File: src/rtl/irqd_pkg.sv
package irqd_pkg;
   // word addresses of the register banks
   localparam int W_CTRL = 'h000;
   localparam int W_TYPE = 'h001;
   localparam int W_SEN  = 'h040;
   localparam int W_CEN  = 'h060;
   localparam int W_PRI  = 'h100;
   localparam int W_TGT  = 'h200;
   localparam int W_CFG  = 'h300;
   localparam int N_PRIV = 32;

   // place a stored priority in the top bits of an 8-bit field
   function automatic logic [7:0] prio_fmt(input logic [7:0] p, input int bits);
      return p << (8 - bits);
   endfunction
endpackage

File: src/rtl/irqd_pending.sv
module irqd_pending #(
   parameter int NUM_IRQ = 64,
   parameter int ID_W    = 10
) (
   input  logic               clk,
   input  logic               rst_n,
   input  logic [NUM_IRQ-1:0] irq_in,
   input  logic [NUM_IRQ-1:0] edge_cfg,
   input  logic               ack,
   input  logic [ID_W-1:0]    ack_id,
   output logic [NUM_IRQ-1:0] pend
);
   for (genvar g = 0; g < NUM_IRQ; g++) begin : g_line
      logic prev_r, pend_r;
      logic rise, acked;
      assign rise  = irq_in[g] & ~prev_r;
      assign acked = ack && (ack_id == ID_W'(g));
      always_ff @(posedge clk) begin
         if (!rst_n) begin
            prev_r <= 1'b0;
            pend_r <= 1'b0;
         end else begin
            prev_r <= irq_in[g];
            if (!edge_cfg[g])
               pend_r <= irq_in[g];
            else if (rise)
               pend_r <= 1'b1;
            else if (acked)
               pend_r <= 1'b0;
         end
      end
      assign pend[g] = pend_r;
   end
endmodule

File: src/rtl/irqd_arbiter.sv
module irqd_arbiter #(
   parameter int NUM_IRQ   = 64,
   parameter int PRIO_BITS = 4,
   parameter int ID_W      = 10
) (
   input  logic [NUM_IRQ-1:0]                cand,
   input  logic [NUM_IRQ-1:0][PRIO_BITS-1:0] prio,
   output logic                              found,
   output logic [ID_W-1:0]                   best_id,
   output logic [PRIO_BITS-1:0]              best_prio
);
   always_comb begin
      found     = 1'b0;
      best_id   = '0;
      best_prio = '0;
      // ascending scan with strict compare keeps the lowest ID on ties
      for (int i = 0; i < NUM_IRQ; i++) begin
         if (cand[i] && (!found || prio[i] < best_prio)) begin
            found     = 1'b1;
            best_id   = ID_W'(i);
            best_prio = prio[i];
         end
      end
   end
endmodule

File: src/rtl/irqd_regs.sv
module irqd_regs
   import irqd_pkg::*;
#(
   parameter int NUM_IRQ   = 64,
   parameter int NUM_CPU   = 2,
   parameter int PRIO_BITS = 4
) (
   input  logic                              clk,
   input  logic                              rst_n,
   input  logic                              bus_sel,
   input  logic                              bus_wr,
   input  logic [9:0]                        bus_waddr,
   input  logic [31:0]                       bus_wdata,
   output logic [31:0]                       bus_rdata,
   output logic                              glob_en,
   output logic [NUM_IRQ-1:0]                en_q,
   output logic [NUM_IRQ-1:0][PRIO_BITS-1:0] prio_q,
   output logic [NUM_IRQ-1:0]                tgt_cpu0,
   output logic [NUM_IRQ-1:0]                edge_cfg
);
   localparam int LINES_M1 = NUM_IRQ / 32 - 1;
   localparam int CPUS_M1  = NUM_CPU - 1;

   logic wr;
   logic [31:0] rd;
   logic [NUM_IRQ-1:0][NUM_CPU-1:0] tgt_q;

   assign wr = bus_sel & bus_wr;

   always_ff @(posedge clk) begin
      if (!rst_n)
         glob_en <= 1'b0;
      else if (wr && bus_waddr == 10'(W_CTRL))
         glob_en <= bus_wdata[0];
   end

   for (genvar g = 0; g < NUM_IRQ; g++) begin : g_irq
      localparam int EW = g / 32;
      localparam int EB = g % 32;
      localparam int PW = g / 4;
      localparam int PB = (g % 4) * 8;
      localparam int CW = g / 16;
      localparam int CB = (g % 16) * 2 + 1;
      logic en_r;
      logic [PRIO_BITS-1:0] pr_r;

      always_ff @(posedge clk) begin
         if (!rst_n)
            en_r <= 1'b0;
         else if (wr && bus_waddr == 10'(W_SEN + EW) && bus_wdata[EB])
            en_r <= 1'b1;
         else if (wr && bus_waddr == 10'(W_CEN + EW) && bus_wdata[EB])
            en_r <= 1'b0;
      end

      always_ff @(posedge clk) begin
         if (!rst_n)
            pr_r <= '0;
         else if (wr && bus_waddr == 10'(W_PRI + PW))
            pr_r <= bus_wdata[PB+7 -: PRIO_BITS];
      end

      assign en_q[g]   = en_r;
      assign prio_q[g] = pr_r;

      if (g < N_PRIV) begin : g_priv
         // private lines: fixed to processor 0, level-sensitive
         assign tgt_q[g]    = NUM_CPU'(1);
         assign edge_cfg[g] = 1'b0;
      end else begin : g_shared
         logic [NUM_CPU-1:0] tg_r;
         logic ed_r;
         always_ff @(posedge clk) begin
            if (!rst_n) begin
               tg_r <= '0;
               ed_r <= 1'b0;
            end else begin
               if (wr && bus_waddr == 10'(W_TGT + PW))
                  tg_r <= bus_wdata[PB +: NUM_CPU];
               if (wr && bus_waddr == 10'(W_CFG + CW))
                  ed_r <= bus_wdata[CB];
            end
         end
         assign tgt_q[g]    = tg_r;
         assign edge_cfg[g] = ed_r;
      end

      assign tgt_cpu0[g] = tgt_q[g][0];
   end

   always_comb begin
      rd = '0;
      if (bus_waddr == 10'(W_CTRL)) rd[0] = glob_en;
      if (bus_waddr == 10'(W_TYPE)) rd[7:0] = {3'(CPUS_M1), 5'(LINES_M1)};
      for (int i = 0; i < NUM_IRQ; i++) begin
         if (bus_waddr == 10'(W_SEN + i / 32) || bus_waddr == 10'(W_CEN + i / 32))
            rd[i % 32] = en_q[i];
         if (bus_waddr == 10'(W_PRI + i / 4))
            rd[(i % 4) * 8 +: 8] = prio_fmt(8'(prio_q[i]), PRIO_BITS);
         if (bus_waddr == 10'(W_TGT + i / 4))
            rd[(i % 4) * 8 +: 8] = 8'(tgt_q[i]);
         if (bus_waddr == 10'(W_CFG + i / 16))
            rd[(i % 16) * 2 + 1] = edge_cfg[i];
      end
   end

   always_ff @(posedge clk) begin
      if (!rst_n)
         bus_rdata <= '0;
      else if (bus_sel && !bus_wr)
         bus_rdata <= rd;
      else
         bus_rdata <= '0;
   end
endmodule

File: src/rtl/irq_distributor.sv
module irq_distributor
   import irqd_pkg::*;
#(
   parameter int NUM_IRQ   = 64,
   parameter int NUM_CPU   = 2,
   parameter int PRIO_BITS = 4,
   parameter int ID_W      = 10
) (
   input  logic               clk,
   input  logic               rst_n,
   input  logic               bus_sel,
   input  logic               bus_wr,
   input  logic [9:0]         bus_waddr,
   input  logic [31:0]        bus_wdata,
   output logic [31:0]        bus_rdata,
   input  logic [NUM_IRQ-1:0] irq_in,
   output logic               cpu_irq_valid,
   output logic [ID_W-1:0]    cpu_irq_id,
   output logic [7:0]         cpu_irq_prio,
   input  logic               cpu_ack,
   input  logic [ID_W-1:0]    cpu_ack_id
);
   if (NUM_IRQ < 32 || NUM_IRQ > 1024 || NUM_IRQ % 32 != 0) begin : g_bad_irq
      $error("NUM_IRQ must be a multiple of 32 between 32 and 1024");
   end
   if (NUM_CPU < 1 || NUM_CPU > 8) begin : g_bad_cpu
      $error("NUM_CPU must be between 1 and 8");
   end
   if (PRIO_BITS < 1 || PRIO_BITS > 8) begin : g_bad_prio
      $error("PRIO_BITS must be between 1 and 8");
   end
   if ((1 << ID_W) < NUM_IRQ) begin : g_bad_id
      $error("ID_W too narrow for NUM_IRQ");
   end

   logic                              glob_en;
   logic [NUM_IRQ-1:0]                en_q, tgt_cpu0, edge_cfg, pend, cand;
   logic [NUM_IRQ-1:0][PRIO_BITS-1:0] prio_q;
   logic                              found;
   logic [ID_W-1:0]                   best_id;
   logic [PRIO_BITS-1:0]              best_prio;

   irqd_regs #(.NUM_IRQ(NUM_IRQ), .NUM_CPU(NUM_CPU), .PRIO_BITS(PRIO_BITS)) u_regs (
      .clk(clk), .rst_n(rst_n), .bus_sel(bus_sel), .bus_wr(bus_wr),
      .bus_waddr(bus_waddr), .bus_wdata(bus_wdata), .bus_rdata(bus_rdata),
      .glob_en(glob_en), .en_q(en_q), .prio_q(prio_q),
      .tgt_cpu0(tgt_cpu0), .edge_cfg(edge_cfg)
   );

   irqd_pending #(.NUM_IRQ(NUM_IRQ), .ID_W(ID_W)) u_pend (
      .clk(clk), .rst_n(rst_n), .irq_in(irq_in), .edge_cfg(edge_cfg),
      .ack(cpu_ack), .ack_id(cpu_ack_id), .pend(pend)
   );

   assign cand = pend & en_q & tgt_cpu0 & {NUM_IRQ{glob_en}};

   irqd_arbiter #(.NUM_IRQ(NUM_IRQ), .PRIO_BITS(PRIO_BITS), .ID_W(ID_W)) u_arb (
      .cand(cand), .prio(prio_q), .found(found),
      .best_id(best_id), .best_prio(best_prio)
   );

   always_ff @(posedge clk) begin
      if (!rst_n) begin
         cpu_irq_valid <= 1'b0;
         cpu_irq_id    <= '0;
         cpu_irq_prio  <= '0;
      end else begin
         cpu_irq_valid <= found;
         cpu_irq_id    <= found ? best_id : '0;
         cpu_irq_prio  <= found ? prio_fmt(8'(best_prio), PRIO_BITS) : 8'h00;
      end
   end
endmodule

File: config.mk
export PLATFORM = sky130hd
export DESIGN_NAME = irq_distributor
export DESIGN_NICKNAME = d
export VERILOG_FILES = /design/src/rtl/irqd_pkg.sv /design/src/rtl/irqd_pending.sv /design/src/rtl/irqd_arbiter.sv /design/src/rtl/irqd_regs.sv /design/src/rtl/irq_distributor.sv
export SDC_FILE = /design/constraint.sdc
export NUM_CORES = 2
export LEC_CHECK = 0
export BUFFER_PORTS_ARGS = -buffer_cell sky130_fd_sc_hd__buf_2
export CAP_MARGIN = 20
export CORE_MARGIN = 2
export CORE_UTILIZATION = 35
export CTS_CLUSTER_DIAMETER = 40
export CTS_CLUSTER_SIZE = 25
export DETAILED_ROUTE_END_ITERATION = 8
export GPL_ROUTABILITY_DRIVEN = 0
export GPL_TIMING_DRIVEN = 0
export PLACE_DENSITY = 0.58
export SYNTH_ARGS = -nofsm -noshare
export SYNTH_HDL_FRONTEND = slang
export SYNTH_SLANG_ARGS = --single-unit
File: constraint.sdc
create_clock -name clk -period 121 [get_ports clk]
set_clock_uncertainty 0.15 [all_clocks]
set_input_delay 12.1 -clock clk [delete_from_list [all_inputs] [get_ports clk]]
set_output_delay 12.1 -clock clk [all_outputs]
set_load 0.01 [all_outputs]
**Word level (Yosys, flattened, before mapping)**

Cells that the tools add are included.

- Bits in registers: 564
- Bits in latches: 0
- RAM bits: 0
- Memory bits (read-only): 0
- Output and inout port bits: 51
- Memories: 0

- $add $sub $neg: 0
- Multiply operators: 0
- Divide/modulo/power cells: 0
- Magnitude comparators: 63
- Eq/ne operators: 105
- Shifts and indexed selects: 0
- Mux-type cells: 673
- Bitwise gates (word level): 71
- Reductions and logical operators: 459

Operator list:

| operator | count |
|---|---|
| two-way mux 8 bit | 125 |
| two-way mux 1 bit | 418 |
| equality test 10 x 6 -> 1 bit (second input constant) | 32 |
| two-way mux 4 bit | 72 |
| logical AND 1 bit | 255 |
| less-than comparator 4 bit | 63 |
| equality test 10 bit (second input constant) | 20 |
| two-way mux 6 bit | 33 |
| bitwise AND 64 bit | 3 |
| equality test 10 x 9 -> 1 bit (second input constant) | 16 |
| nonzero test 2 bit | 64 |
| != test 3 x 1 -> 1 bit (second input constant) | 32 |
| two-way mux 5 bit | 16 |
| logical OR 1 bit | 65 |
| zero test 1 bit | 64 |
| OR reduction 64 bit | 1 |
| equality test 10 x 7 -> 1 bit (second input constant) | 4 |
| NOT 1 bit | 35 |
| bitwise AND 1 bit | 33 |
| OR reduction 16 bit | 1 |
| two-way mux 3 bit | 4 |
| OR reduction 12 bit | 1 |
| equality test 10 x 1 -> 1 bit (second input constant) | 1 |
| zero test 10 bit | 1 |
| 7 further kinds | 12 |

**Logic depth before layout (Yosys ltp)**

- Depth after elaboration: 258
- Mapped depth: 502

**Cells and area by module**

From an unflattened synthesis, not the netlist that was laid out.

- Cell total of the unflattened synthesis: 5861
- Area, all modules: 45670.1 µm²

Modules (own cells, without submodules):

| module | instances | cells an instance | area each (µm²) | sequential area each (µm²) |
|---|---|---|---|---|
| irqd_regs | 1 | 2786 | 22550.4 | 8988.6 |
| irqd_arbiter | 1 | 2394 | 16696.0 | 0.0 |
| irqd_pending | 1 | 573 | 5318.9 | 2562.5 |
| irq_distributor | 1 | 108 | 1104.8 | 300.3 |

**Worst setup path before layout**

OpenSTA, ideal clock, no wires.

- Path type: reg-to-reg
- From: register u_regs.glob_en
- To: register cpu_irq_prio[5]
- Arrival time: 82.452 ns
- Data required time: 120.722 ns
- Path slack: 38.270 ns
- Stages on the path, launching flop included: 458
- Path buffers: 22
- Clock period less this slack: 82.730 ns
- Cells stage by stage: dfxtp_1 -> buf_6 -> and3_1 -> buf_6 -> nand2_1 -> ha_1 -> a21oi_1 -> o211ai_1 -> a21oi_1 -> nand2_1 -> o21ai_0 -> inv_1 -> ha_1 -> o21ai_0 -> or3_4 -> o31ai_2 -> mux2i_1 -> ha_1 -> (+422 left out) -> and2_2 -> and2_2 -> a32oi_2 -> nand2_2 -> mux2_4 -> ha_1 -> a21o_1 -> a2111oi_0 -> nand2_1 -> nor3_2 -> nor3b_4 -> mux2_4 -> ha_1 -> a21oi_1 -> nand2_1 -> nor3_1 -> a31oi_1 -> mux2i_1

- Longest elaborated chain between the ends: 255

Ends and longest elaborated chain:

| item | line | source |
|---|---|---|
| start, declared | irqd_regs.sv:15 | `output logic glob_en,` |
| start signal, assigned | irqd_regs.sv:34 | `glob_en <= bus_wdata[0];` |
| bitwise AND 64 bit * | irq_distributor.sv:55 | `assign cand = pend & en_q & tgt_cpu0 & {NUM_IRQ{glob_en}};` |
| two-way mux 4 bit or two-way mux 1 bit (tied branches) | irqd_arbiter.sv:18 | `if (cand[i] && (!found \|\| prio[i] < best_prio)) begin` |
| less-than comparator 4 bit or zero test 1 bit (tied branches) | irqd_arbiter.sv:18 |  |
| logical OR 1 bit | irqd_arbiter.sv:18 |  |
| logical AND 1 bit | irqd_arbiter.sv:18 |  |
| two-way mux 4 bit or two-way mux 1 bit (tied branches) | irqd_arbiter.sv:18 |  |
| less-than comparator 4 bit or zero test 1 bit (tied branches) | irqd_arbiter.sv:18 |  |
| logical OR 1 bit | irqd_arbiter.sv:18 |  |
| (+239 left out) | - |  |
| logical OR 1 bit | irqd_arbiter.sv:18 |  |
| logical AND 1 bit | irqd_arbiter.sv:18 |  |
| two-way mux 4 bit or two-way mux 1 bit (tied branches) | irqd_arbiter.sv:18 |  |
| less-than comparator 4 bit or zero test 1 bit (tied branches) | irqd_arbiter.sv:18 |  |
| logical OR 1 bit | irqd_arbiter.sv:18 |  |
| logical AND 1 bit | irqd_arbiter.sv:18 |  |
| two-way mux 1 bit | irqd_arbiter.sv:18 |  |
| AND reduction 2 bit (no line) | - |  |
| end signal, assigned | irq_distributor.sv:70 | `cpu_irq_prio <= found ? prio_fmt(8'(best_prio), PRIO_BITS) : 8'h00;` |
| end, declared | irq_distributor.sv:19 | `output logic [7:0] cpu_irq_prio,` |

Mark *: on every way between the ends. The rest lies on a longest branch, timed or not.
A chain may end at the register's enable or synchronous reset.

**Final worst setup path**

- From: register u_regs.g_irq[0].en_r
- To: register cpu_irq_prio[5]

- Longest elaborated chain between the ends: 257

Ends and longest elaborated chain:

| item | line | source |
|---|---|---|
| start, declared | irqd_regs.sv:44 | `logic en_r;` |
| start signal, assigned | irqd_regs.sv:49 | `en_r <= 1'b0;` |
| start signal, assigned | irqd_regs.sv:51 | `en_r <= 1'b1;` |
| start signal, assigned | irqd_regs.sv:53 | `en_r <= 1'b0;` |
| bitwise AND 64 bit * (3 in series) | irq_distributor.sv:55 |  |
| two-way mux 4 bit or two-way mux 1 bit (tied branches) | irqd_arbiter.sv:18 |  |
| less-than comparator 4 bit or zero test 1 bit (tied branches) | irqd_arbiter.sv:18 |  |
| logical OR 1 bit | irqd_arbiter.sv:18 |  |
| logical AND 1 bit | irqd_arbiter.sv:18 |  |
| two-way mux 4 bit or two-way mux 1 bit (tied branches) | irqd_arbiter.sv:18 |  |
| less-than comparator 4 bit or zero test 1 bit (tied branches) | irqd_arbiter.sv:18 |  |
| logical OR 1 bit | irqd_arbiter.sv:18 |  |
| (+239 left out) | - |  |
| logical OR 1 bit | irqd_arbiter.sv:18 |  |
| logical AND 1 bit | irqd_arbiter.sv:18 |  |
| two-way mux 4 bit or two-way mux 1 bit (tied branches) | irqd_arbiter.sv:18 |  |
| less-than comparator 4 bit or zero test 1 bit (tied branches) | irqd_arbiter.sv:18 |  |
| logical OR 1 bit | irqd_arbiter.sv:18 |  |
| logical AND 1 bit | irqd_arbiter.sv:18 |  |
| two-way mux 1 bit | irqd_arbiter.sv:18 |  |
| AND reduction 2 bit (no line) | - |  |

Marks and branches as above.

==> summary.txt <==
Floorplanning
  – Starting Density: 0.353
  – Placeable Area: 107000 µm²
  – Boundary Pins: 172
  – Chip height: 332 µm
  – Die width: 332 µm
  – Die ar.: 111000 µm²
  – Site row count: 120

Synth
  – Synth area leader: dfxtp_1
  – Share of the synthesized area in the top cell type: 0.295
  – Post-synth ARST share: 0
  – Syn Area/Cell: 7.52 µm²
  – Number of synthesized register bits: 556
  – Yosys warns: 0
  – Post-synth cell types: 173
  – Synthesized area: 37800 µm²
  – EDFF count, synth: 0
  – Top_reg_cell synth: dfxtp_1
  – Largest cells by area after synthesis: dfxtp_1, nand2_1, a21oi_1
  – Seq/Total Area, Yosys: 0.295
  – Post-synthesis cell count: 5021

Timing
  – RSZ-0062 raised after global routing: no
  – Max frequency: 10.4 MHz
  – Pins Over Slew Limit: 0
  – Slew HR: 0.100
  – Slew @ Worst Pin: 1.35 ns
  – PnR worst setup slack: 24.39 ns
  – Post-layout min period: 96.61 ns
  – Setup_tns: 0 ns
  – Final hold vios: 0
  – Setup violators final: 0
  – Final Cycle Share: 0.798
  – Hold Slack: 0.293 ns

Critical path
  – Top Family by Delay on Critical Path: compound AO/OA/AOI/OAI gates
  – Worst Path Required: 121.40 ns
  – Arrival @ worst endpoint: 97.02 ns
  – CP max FO: 10
  – Most used cell, CP: ha_1
  – WS Path Type: reg -> reg
  – Crit path buffers/inverters: 54
  – Slowest cell delay on critical path: 1.00 ns
  – Critical Path Sink Type: flip-flop
  – Startpoint types: flip-flop
  – Slowest cell on crit path: o41ai_1

Routing
  – Vias per inst: 6.28
  – WL per Instance: 26.6 µm
  – Post-route antenna net violation count: 0
  – Final wirelength: 180 mm
  – # DRC: 5
  – DR iter-0 viols: 6778
  – Vias after detailed routing: 42600
  – TritonRoute pass-1 iters: 9

Place
  – Post-DP Area: 40600 µm²
  – DP HPWL: 141 mm
  – Cell Count Post-Placement: 6600
  – Post-place setup slack: 25.57 ns
  – Port Buffers: 152

Clock tree
  – CTS clock-pin slew for the worst setup and hold paths: 0.06 ns
  – CTS Buf Count: 88
  – Worst-Skew Late Latency: 0.70 ns
  – Clock sink count: 556
  – Root Driver: clkbuf_16
  – CTS tree: yes
  – H-tree Lvls: 3
  – # Post-CTS Setup Buffers: 0
  – Hold buffers post-CTS: 0
  – Worst-case clock buffer depth: 3
  – Post-CTS Resized: 0

GRT
  – First-pass GRT wire length: 259 mm
  – Met3 Usage GRT: 0.106
  – GR Layer Usage met2: 0.427
  – GRT Total Usage: 0.311
  – Met1 usage: 0.416
  – Vias in the first global route: 38100
  – Largest net degree at the start of global routing: 15
  – Gr ovfl total: 0
  – Antenna violations before repair: 18
  – GR peak layer: met2

Layout
  – Most common cell after layout, fill and taps aside: nand2_1
  – Most frequent cells in the layout: nand2_1, a21oi_1, dfxtp_1
  – Layout Nets: 5493
  – Final non-filler cell area: 43800 µm²
  – Layout area overhead: 16.0%
  – Layout cell share with drive strength beyond 1: 0.139
  – Layout Cells excl Fill: 6778

Outcome
  – Failing checks: DRC
  – Status: finished with violations

Pwr
  – Power Density: 10.9 nW/µm²
  – Pleak: 15.4 nW
  – IR drop worst, VDD: 0.0116 mV

Hold path
  – Hold Crit Class: reg -> reg

Run
  – Max cap viols: 0
==> metal layers <==
layer	part of all wire	vias up	wire, µm
li1	-	19000	-
met1	0.40	20000	72600
met3	0.14	598	25300
met5	0.0011	-	191
met4	0.071	20	12700
met2	0.39	2872	69600
==> cells in the mapped netlist, drive strengths merged (31+ instances only) <==
master   number
nor2        269
or2          36
a311oi       77
a21oi       657
a22oi        66
a21o         67
nand3       141
and2        100
mux2         41
inv         176
dfxtp       556
buf          54
a31oi        75
nand2      1079
nand2b       33
a222oi       32
mux2i        84
o22ai        54
o31ai        31
o2111ai      34
o211ai       49
nand4        67
a221oi       63
maj3         49
nor3         69
ha           78
a211oi       41
o21ai       215
and3         60
clkbuf      232
==> layout make-up <==
cell class | instances | area (µm²)
flip-flops and latches | 556 | 11100
multi-input cells | 3997 | 24300
well taps | 1403 | 1760
repair buffers | 176 | 1090
diodes | 7 | 17.5
fillers | 11100 | 63300
plain buffers | 297 | 1660
inverters | 178 | 671
clock inverters | 65 | 833
clock buffers | 99 | 2310
==> sequential cells by signal, indices dropped and copies added, names as in the netlist <==
register and count:
u_regs.g_irq.pr_r 256, u_pend.g_line.pend_r 64, u_regs.g_irq.en_r 64, u_regs.g_irq.g_shared.tg_r 64, u_pend.g_line.prev_r 32, u_regs.bus_rdata 32, u_regs.g_irq.g_shared.ed_r 32, cpu_irq_id 6
cpu_irq_prio 4, cpu_irq_valid 1, u_regs.glob_en 1
==> worst paths after layout <==
| path | start | endpoint | slack, ns | cells after the start |
|---|---|---|---|---|
| max | u_regs.g_irq[0].en_r$_SDFFE_PN0P_ | cpu_irq_prio[5]$_SDFF_PN0_ | 24.39 | 456 |
| min | u_pend.g_line[52].prev_r$_SDFF_PN0_ | u_pend.g_line[52].pend_r$_SDFFE_PN0P_ | 0.29 | 2 |
| min reg2reg | u_pend.g_line[52].prev_r$_SDFF_PN0_ | u_pend.g_line[52].pend_r$_SDFFE_PN0P_ | 0.29 | 2 |
| max reg2reg | u_regs.g_irq[0].en_r$_SDFFE_PN0P_ | cpu_irq_prio[5]$_SDFF_PN0_ | 24.39 | 456 |
==> cell families after synthesis <==
family | count (synthesis) | share of synthesized area
XOR/XNOR | 32 | 0.00742
AO/OA/AOI/OAI | 1735 | 0.319
buffers and inverters | 475 | 0.0616
multiplexers | 125 | 0.0365
other | 1 | 0.0000993
adder cells (fa/ha/maj) | 127 | 0.0389
flip-flops | 556 | 0.295
AND/OR/NAND/NOR | 1970 | 0.241
==> through the flow <==
step                      power, W  utilization
after floorplan           0.000197            -
after global placement    0.000209        0.376
after detailed placement  0.000210        0.379
after CTS                 0.000475        0.408
after global routing      0.000485        0.409
final                     0.000476        0.409
==> worst reg2reg max path: cells and delay by family (launching register included) <==
family | cells | cell delay, ns
adder cells (fa/ha/maj) | 63 | 17.85
AO/OA/AOI/OAI | 179 | 42.05
multiplexers | 25 | 7.52
flip-flops | 1 | 0.43
buffers and inverters | 54 | 5.91
AND/OR/NAND/NOR | 135 | 22.57
==> report_power, final <==
part | leakage (nW) | switching (W) | internal [W]
logic | 9.41 | 0.0000162 | 0.00000474
clock network | 1.52 | 0.000109 | 0.000160
registers | 4.50 | 0.00000159 | 0.000185
total | 15.4 | 0.000127 | 0.000350
Power figures use the tool's default switching activity.
